File: src/rtl/link_codec_pkg.sv
package link_codec_pkg;

  localparam int unsigned SER_RATIO = 4;
  localparam int unsigned SER_CNT_W = $clog2(SER_RATIO);

  typedef enum logic {
    TX_IDLE,
    TX_SEND
  } tx_state_e;

  function automatic int unsigned pay_width(int unsigned data_w, bit inv_en);
    return data_w + (inv_en ? 1 : 0);
  endfunction

  function automatic int unsigned phit_width(int unsigned data_w, bit inv_en);
    return (3 * pay_width(data_w, inv_en)) / SER_RATIO;
  endfunction

endpackage

File: src/rtl/lc_bus_coder.sv
module lc_bus_coder #(
  parameter int unsigned DATA_W = 15,
  parameter bit          INV_EN = 1'b1,
  localparam int unsigned PAY_W = DATA_W + (INV_EN ? 1 : 0)
) (
  input  logic              clk_i,
  input  logic              rst_ni,
  input  logic              load_i,
  input  logic [DATA_W-1:0] data_i,
  output logic [PAY_W-1:0]  payload_o
);

  generate
    if (INV_EN) begin : g_invert
      localparam int unsigned CNT_W = $clog2(DATA_W + 1);
      localparam logic [CNT_W-1:0] HALF = CNT_W'(DATA_W / 2);

      logic [DATA_W-1:0] prev_q;
      logic [DATA_W-1:0] diff;
      logic [CNT_W-1:0]  diff_cnt;
      logic              flip;

      assign diff = data_i ^ prev_q;

      always_comb begin
        diff_cnt = '0;
        for (int i = 0; i < DATA_W; i++) begin
          diff_cnt = diff_cnt + CNT_W'(diff[i]);
        end
      end

      assign flip      = diff_cnt > HALF;
      assign payload_o = {flip, flip ? ~data_i : data_i};

      // history of what the wires last carried, not of the raw input
      always_ff @(posedge clk_i or negedge rst_ni) begin
        if (!rst_ni) begin
          prev_q <= '0;
        end else if (load_i) begin
          prev_q <= payload_o[DATA_W-1:0];
        end
      end
    end else begin : g_plain
      assign payload_o = data_i;
    end
  endgenerate

endmodule

File: src/rtl/lc_serializer.sv
module lc_serializer
  import link_codec_pkg::*;
#(
  parameter int unsigned PHIT_W = 12,
  localparam int unsigned CODE_W = PHIT_W * SER_RATIO
) (
  input  logic              clk_i,
  input  logic              rst_ni,
  input  logic              valid_i,
  output logic              ready_o,
  input  logic [CODE_W-1:0] coded_i,
  output logic              link_valid_o,
  output logic              link_frame_o,
  output logic [PHIT_W-1:0] link_data_o
);

  localparam logic [SER_CNT_W-1:0] LAST = SER_CNT_W'(SER_RATIO - 1);

  tx_state_e             state_q;
  logic [SER_CNT_W-1:0]  cnt_q;
  logic [CODE_W-1:0]     sreg_q;
  logic                  last;
  logic                  load;

  assign last    = (state_q == TX_SEND) && (cnt_q == LAST);
  assign ready_o = (state_q == TX_IDLE) || last;
  assign load    = valid_i && ready_o;

  always_ff @(posedge clk_i or negedge rst_ni) begin
    if (!rst_ni) begin
      state_q <= TX_IDLE;
      cnt_q   <= '0;
      sreg_q  <= '0;
    end else if (load) begin
      state_q <= TX_SEND;
      cnt_q   <= '0;
      sreg_q  <= coded_i;
    end else if (state_q == TX_SEND) begin
      cnt_q   <= cnt_q + 1'b1;
      sreg_q  <= {{PHIT_W{1'b0}}, sreg_q[CODE_W-1:PHIT_W]};
      if (last) state_q <= TX_IDLE;
    end
  end

  assign link_valid_o = (state_q == TX_SEND);
  assign link_frame_o = (state_q == TX_SEND) && (cnt_q == '0);
  assign link_data_o  = sreg_q[PHIT_W-1:0];

endmodule

File: src/rtl/lc_deserializer.sv
module lc_deserializer
  import link_codec_pkg::*;
#(
  parameter int unsigned PHIT_W = 12,
  localparam int unsigned CODE_W = PHIT_W * SER_RATIO,
  localparam int unsigned HOLD_W = CODE_W - PHIT_W
) (
  input  logic              clk_i,
  input  logic              rst_ni,
  input  logic              link_valid_i,
  input  logic              link_frame_i,
  input  logic [PHIT_W-1:0] link_data_i,
  output logic              done_o,
  output logic [CODE_W-1:0] word_o
);

  localparam logic [SER_CNT_W-1:0] LAST = SER_CNT_W'(SER_RATIO - 1);

  // cnt_q = phits held for the word in progress, 0 = none
  logic [SER_CNT_W-1:0] cnt_q;
  logic [HOLD_W-1:0]    sreg_q;
  logic [HOLD_W-1:0]    sreg_shift;

  assign sreg_shift = {link_data_i, sreg_q[HOLD_W-1:PHIT_W]};

  always_ff @(posedge clk_i or negedge rst_ni) begin
    if (!rst_ni) begin
      cnt_q  <= '0;
      sreg_q <= '0;
    end else if (link_valid_i) begin
      if (link_frame_i) begin
        sreg_q <= sreg_shift;
        cnt_q  <= SER_CNT_W'(1);
      end else if (cnt_q != '0) begin
        sreg_q <= sreg_shift;
        cnt_q  <= (cnt_q == LAST) ? '0 : cnt_q + 1'b1;
      end
    end
  end

  assign done_o = link_valid_i && !link_frame_i && (cnt_q == LAST);
  assign word_o = {link_data_i, sreg_q};

endmodule

File: src/rtl/lc_vote_decoder.sv
module lc_vote_decoder #(
  parameter int unsigned DATA_W = 15,
  parameter bit          INV_EN = 1'b1,
  localparam int unsigned PAY_W  = DATA_W + (INV_EN ? 1 : 0),
  localparam int unsigned TRIP_W = 3 * PAY_W
) (
  input  logic [TRIP_W-1:0] word_i,
  output logic [DATA_W-1:0] data_o,
  output logic              corrected_o
);

  logic [PAY_W-1:0] voted;
  logic [PAY_W-1:0] split;

  for (genvar b = 0; b < PAY_W; b++) begin : g_vote
    logic c0, c1, c2;
    assign c0 = word_i[b];
    assign c1 = word_i[PAY_W + b];
    assign c2 = word_i[2*PAY_W + b];
    assign voted[b] = (c0 & c1) | (c0 & c2) | (c1 & c2);
    assign split[b] = (c0 ^ c1) | (c1 ^ c2);
  end

  assign corrected_o = |split;

  generate
    if (INV_EN) begin : g_uninvert
      assign data_o = voted[DATA_W] ? ~voted[DATA_W-1:0] : voted[DATA_W-1:0];
    end else begin : g_plain
      assign data_o = voted;
    end
  endgenerate

endmodule

File: src/rtl/link_codec.sv
module link_codec
  import link_codec_pkg::*;
#(
  parameter int unsigned DATA_W = 15,
  parameter bit          INV_EN = 1'b1
) (
  input  logic                                 clk_i,
  input  logic                                 rst_ni,
  input  logic                                 in_valid_i,
  output logic                                 in_ready_o,
  input  logic [DATA_W-1:0]                    in_data_i,
  output logic                                 link_valid_o,
  output logic                                 link_frame_o,
  output logic [phit_width(DATA_W, INV_EN)-1:0] link_data_o,
  input  logic                                 link_valid_i,
  input  logic                                 link_frame_i,
  input  logic [phit_width(DATA_W, INV_EN)-1:0] link_data_i,
  output logic                                 out_valid_o,
  input  logic                                 out_ready_i,
  output logic [DATA_W-1:0]                    out_data_o,
  output logic                                 out_corrected_o
);

  localparam int unsigned PAY_W  = pay_width(DATA_W, INV_EN);
  localparam int unsigned PHIT_W = phit_width(DATA_W, INV_EN);
  localparam int unsigned CODE_W = PHIT_W * SER_RATIO;

  // ---- transmit ----
  logic              tx_load;
  logic [PAY_W-1:0]  tx_payload;
  logic [CODE_W-1:0] tx_coded;

  assign tx_load  = in_valid_i && in_ready_o;
  assign tx_coded = {3{tx_payload}};

  lc_bus_coder #(
    .DATA_W (DATA_W),
    .INV_EN (INV_EN)
  ) i_bus_coder (
    .clk_i     (clk_i),
    .rst_ni    (rst_ni),
    .load_i    (tx_load),
    .data_i    (in_data_i),
    .payload_o (tx_payload)
  );

  lc_serializer #(
    .PHIT_W (PHIT_W)
  ) i_serializer (
    .clk_i        (clk_i),
    .rst_ni       (rst_ni),
    .valid_i      (in_valid_i),
    .ready_o      (in_ready_o),
    .coded_i      (tx_coded),
    .link_valid_o (link_valid_o),
    .link_frame_o (link_frame_o),
    .link_data_o  (link_data_o)
  );

  // ---- receive ----
  logic              rx_done;
  logic [CODE_W-1:0] rx_word;
  logic [DATA_W-1:0] rx_data;
  logic              rx_corr;

  lc_deserializer #(
    .PHIT_W (PHIT_W)
  ) i_deserializer (
    .clk_i        (clk_i),
    .rst_ni       (rst_ni),
    .link_valid_i (link_valid_i),
    .link_frame_i (link_frame_i),
    .link_data_i  (link_data_i),
    .done_o       (rx_done),
    .word_o       (rx_word)
  );

  lc_vote_decoder #(
    .DATA_W (DATA_W),
    .INV_EN (INV_EN)
  ) i_vote_decoder (
    .word_i      (rx_word),
    .data_o      (rx_data),
    .corrected_o (rx_corr)
  );

  // the link cannot stall, so a fresh word overwrites an untaken one
  always_ff @(posedge clk_i or negedge rst_ni) begin
    if (!rst_ni) begin
      out_valid_o     <= 1'b0;
      out_data_o      <= '0;
      out_corrected_o <= 1'b0;
    end else if (rx_done) begin
      out_valid_o     <= 1'b1;
      out_data_o      <= rx_data;
      out_corrected_o <= rx_corr;
    end else if (out_ready_i) begin
      out_valid_o     <= 1'b0;
    end
  end

endmodule

File: config.mk
export PLATFORM = sky130hd
export DESIGN_NAME = link_codec
export DESIGN_NICKNAME = d
export VERILOG_FILES = /design/src/rtl/link_codec_pkg.sv /design/src/rtl/lc_bus_coder.sv /design/src/rtl/lc_serializer.sv /design/src/rtl/lc_deserializer.sv /design/src/rtl/lc_vote_decoder.sv /design/src/rtl/link_codec.sv
export SDC_FILE = /design/constraint.sdc
export NUM_CORES = 1
export LEC_CHECK = 0
export ABC_AREA = 1
export BUFFER_PORTS_ARGS = -buffer_cell sky130_fd_sc_hd__buf_2
export CORE_UTILIZATION = 50
export DETAILED_ROUTE_END_ITERATION = 8
export GPL_TIMING_DRIVEN = 0
export PLACE_DENSITY = 0.72
export SYNTH_ARGS = -nofsm -noshare
export SYNTH_HDL_FRONTEND = slang
export SYNTH_SLANG_ARGS = --single-unit
File: constraint.sdc
create_clock -name clk_i -period 3.8 [get_ports clk_i]
set_input_delay 0.38 -clock clk_i [delete_from_list [all_inputs] [get_ports clk_i]]
set_output_delay 0.38 -clock clk_i [all_outputs]
set_load 0.01 [all_outputs]
==> flow_summary.ini <==
[layout]
drive_gt1_share_pct = 26.9
final_common_cell = nand2_1
design_area_um2 = 7820
utilization_pct = 64.5
final_nets = 861
num-fill-cells = 979
multiInputGateArea_um2 = 3090
syn_to_final_growth_pct = 24.7
register_area_um2 = 3030
n_antenna_cell = 0
mostFrequentLayoutCells = nand2_1, dfrtp_1, o21ai_0

[global_route]
grt_pass1_wl_um = 25200
grt.total_usage_pct = 25.6
overflow = 0
grt_max_degree = 81
grt_pass1_vias = 5044
antenna_found_initial = 0

[yosys]
yosysWarnings = 0
ys_types = 30
async_reset_ff_share_pct = 100
synth_flop_cell = dfrtp_1
synth_edf_count = 0
synth_nets = 768
synth_area_um2 = 6270
seq_area_frac_synth_pct = 48.3
synth_seq_cells = 121
syn_area_per_cell_um2 = 9.14
synthCells = 686

[worst_setup_path]
arrival_ns = 4.47
critPathMaxStageDelay_ns = 0.49
path_max_fanout = 5
path_buf_inv = 3
cp-start-kind = flip-flop
slowest_stage = fa_1
critPathCaptureType = flip-flop
worstPathRequired_ns = 4.14
crit_family = adder cells
path_cells = xor2_1, ha_1, fa_1, fa_2, fa_1, inv_1, fa_1, inv_1, ha_1, nand2_1, nor2_2, nand2_2, nand2_4, nand2_4, nand2_4, buf_6, nand2_2, nand3_2, a21oi_2
timing.rr.start = i_bus_coder.g_invert.prev_q[0]
r2r-end = i_serializer.sreg_q[19]
r2r_cells = 19
reg2reg_slack_ns = -0.33
path_class = flip-flop to flip-flop

[route]
drcViolationCount = 0
ant_nets = 0
routed_wl_um = 15700
drt_iter0_markers = 366
avgViaCountPerCell = 5.28
vias = 5072
firstDrtPassIters = 5
wl_per_cell_um = 16.3

[place]
pre_cts_ws_ns = -0.453
io_buffers = 64
hpwl_um = 10700
placed_area_um2 = 6850
place_congestion = 0.888

[sta]
slew_headroom_pct = 55.9
fin_ws_ns = -0.334
fin_crit_ns = 4.13
finalSetupTns_ns = -15.62
worst_pin_slew_ns = 0.662
finalCritPeriodShare_pct = 109
grt_setup_unrepaired = true
finalSetupViolCount = 63
skew_ns = 0.00888
hold_viol = 0
fmax_mhz = 242
slew_violations = 0

[hold_path]
hold_depth = 2
min_to = out_valid_o
hold_path.startpoint = out_ready_i
min_path_type = primary input to flip-flop

[floorplanning]
core_area_um2 = 12100
ioPinCount = 65
fp.dieArea_um2 = 13000
row_count = 40
start_util_pct = 51.7
die-height_um = 114
die_w_um = 114

[cts]
cts_made_buffers = 17
htree_num_levels = 4
clk_transition_reported_paths_ns = 0.05
cts_buffer_depth = 2
cts_tree = yes
root_buffer = clkbuf_16
cts.sinks = 121
clkLatencyLatePin_ns = 0.42

[outcome]
outcome = complete, but fails checks
failed_checks = setup timing

[job]
drv_cap = 0
-- registers in the layout, summed over array words and instances (netlist names) --
signal	count
out_corrected_o	1
i_serializer.cnt_q	2
out_valid_o	1
i_serializer.link_valid_o	1
i_bus_coder.g_invert.prev_q	15
out_data_o	15
i_deserializer.sreg_q	36
i_serializer.sreg_q	48
i_deserializer.cnt_q	2
-- worst reg2reg max path, cell delays in order, from the launching register on --
cell,delay (ns)
dfrtp_1,0.39
xor2_1,0.18
ha_1,0.30
fa_1,0.47
fa_2,0.36
fa_1,0.49
inv_1,0.05
fa_1,0.47
inv_1,0.04
ha_1,0.26
nand2_1,0.08
nor2_2,0.05
nand2_2,0.13
nand2_4,0.09
nand2_4,0.10
nand2_4,0.08
buf_6,0.15
nand2_2,0.06
nand3_2,0.13
a21oi_2,0.19
-- worst max-delay path by stage --
stage	startpoint	end	slack [ns]	depth (start not counted)
3_5_place_dp	in_data_i[1]	i_serializer.sreg_q[21]	-0.45	20
2_1_floorplan	in_data_i[1]	i_serializer.sreg_q[19]	-0.02	19
3_3_place_gp	in_data_i[1]	i_serializer.sreg_q[24]	-0.38	20
4_1_cts	i_bus_coder.g_invert.prev_q[1]	i_serializer.sreg_q[23]	-0.30	18
6_report	i_bus_coder.g_invert.prev_q[0]	i_serializer.sreg_q[19]	-0.33	19
5_1_grt	i_bus_coder.g_invert.prev_q[1]	i_bus_coder.g_invert.prev_q[3]	-0.46	19
-- timing repair --
| item | CTS | global route |
|---|---|---|
| buffers inserted | 5 | 1 |
| gates resized for setup | 31 | 46 |
| endpoints found under the hold margin | 41 | 0 |
| endpoints found under the setup margin | 63 | 63 |
| hold buffers | 1 | 0 |
| cloned | 2 | 0 |
| pin swaps | 5 | 6 |
-- logic make-up after synthesis --
group                    after synthesis  share of synthesized area (%)
flip-flops                           121                           48.3
AND/OR/NAND/NOR                      268                           18.3
adder cells (fa/ha/maj)               49                           10.7
XOR/XNOR                              29                           4.05
AO/OA/AOI/OAI                        128                           11.2
buffers and inverters                 91                           7.47
-- cells in the mapped netlist (10+ instances only) --
library cell | count | share of area (%)
o21ai_0 | 79 | 6.3
dfrtp_1 | 121 | 48
nor2_1 | 35 | 2.1
a21oi_1 | 32 | 2.6
nand3_2 | 10 | 1.6
xor2_1 | 12 | 1.7
ha_1 | 41 | 8.2
inv_1 | 49 | 2.9
buf_4 | 12 | 1.4
clkbuf_1 | 10 | 0.60
nand2_1 | 187 | 11
nand3_1 | 17 | 1.4
a211o_1 | 14 | 2.0
xnor2_1 | 17 | 2.4
-- routing by layer --
metal | wire length (um) | vias to the layer above | track usage, % | part of all wire [%]
met1 | 6940 | 2465 | 35.1 | 44
li1 | - | 2416 | - | -
met4 | 284 | 0 | 10.5 | 1.8
met3 | 955 | 27 | 5.74 | 6.1
met5 | 0 | - | 0 | 0
met2 | 7470 | 164 | 39.5 | 48
-- final cells by class --
class                   count  share of cell area [%]
plain buffers              40                    3.54
clock inverters             8                    1.18
repair buffers             74                    5.62
well taps                 168                    2.69
inverters                  51                    2.45
clock buffers              24                    6.29
flip-flops and latches    121                    38.7
multi-input cells         474                    39.5
-- per-stage QoR --
step / cells / hold WS, ns
2_1_floorplan: 686 / 0.0844
3_3_place_gp: 918 / 0.459
3_5_place_dp: 919 / 0.325
4_1_cts: 959 / 0.153
5_1_grt: 960 / 0.160
6_report: 960 / 0.157
Power is left out: the tool's default activity adds up to more than one toggle a clock period on the data nets, which glitch-free logic cannot reach.
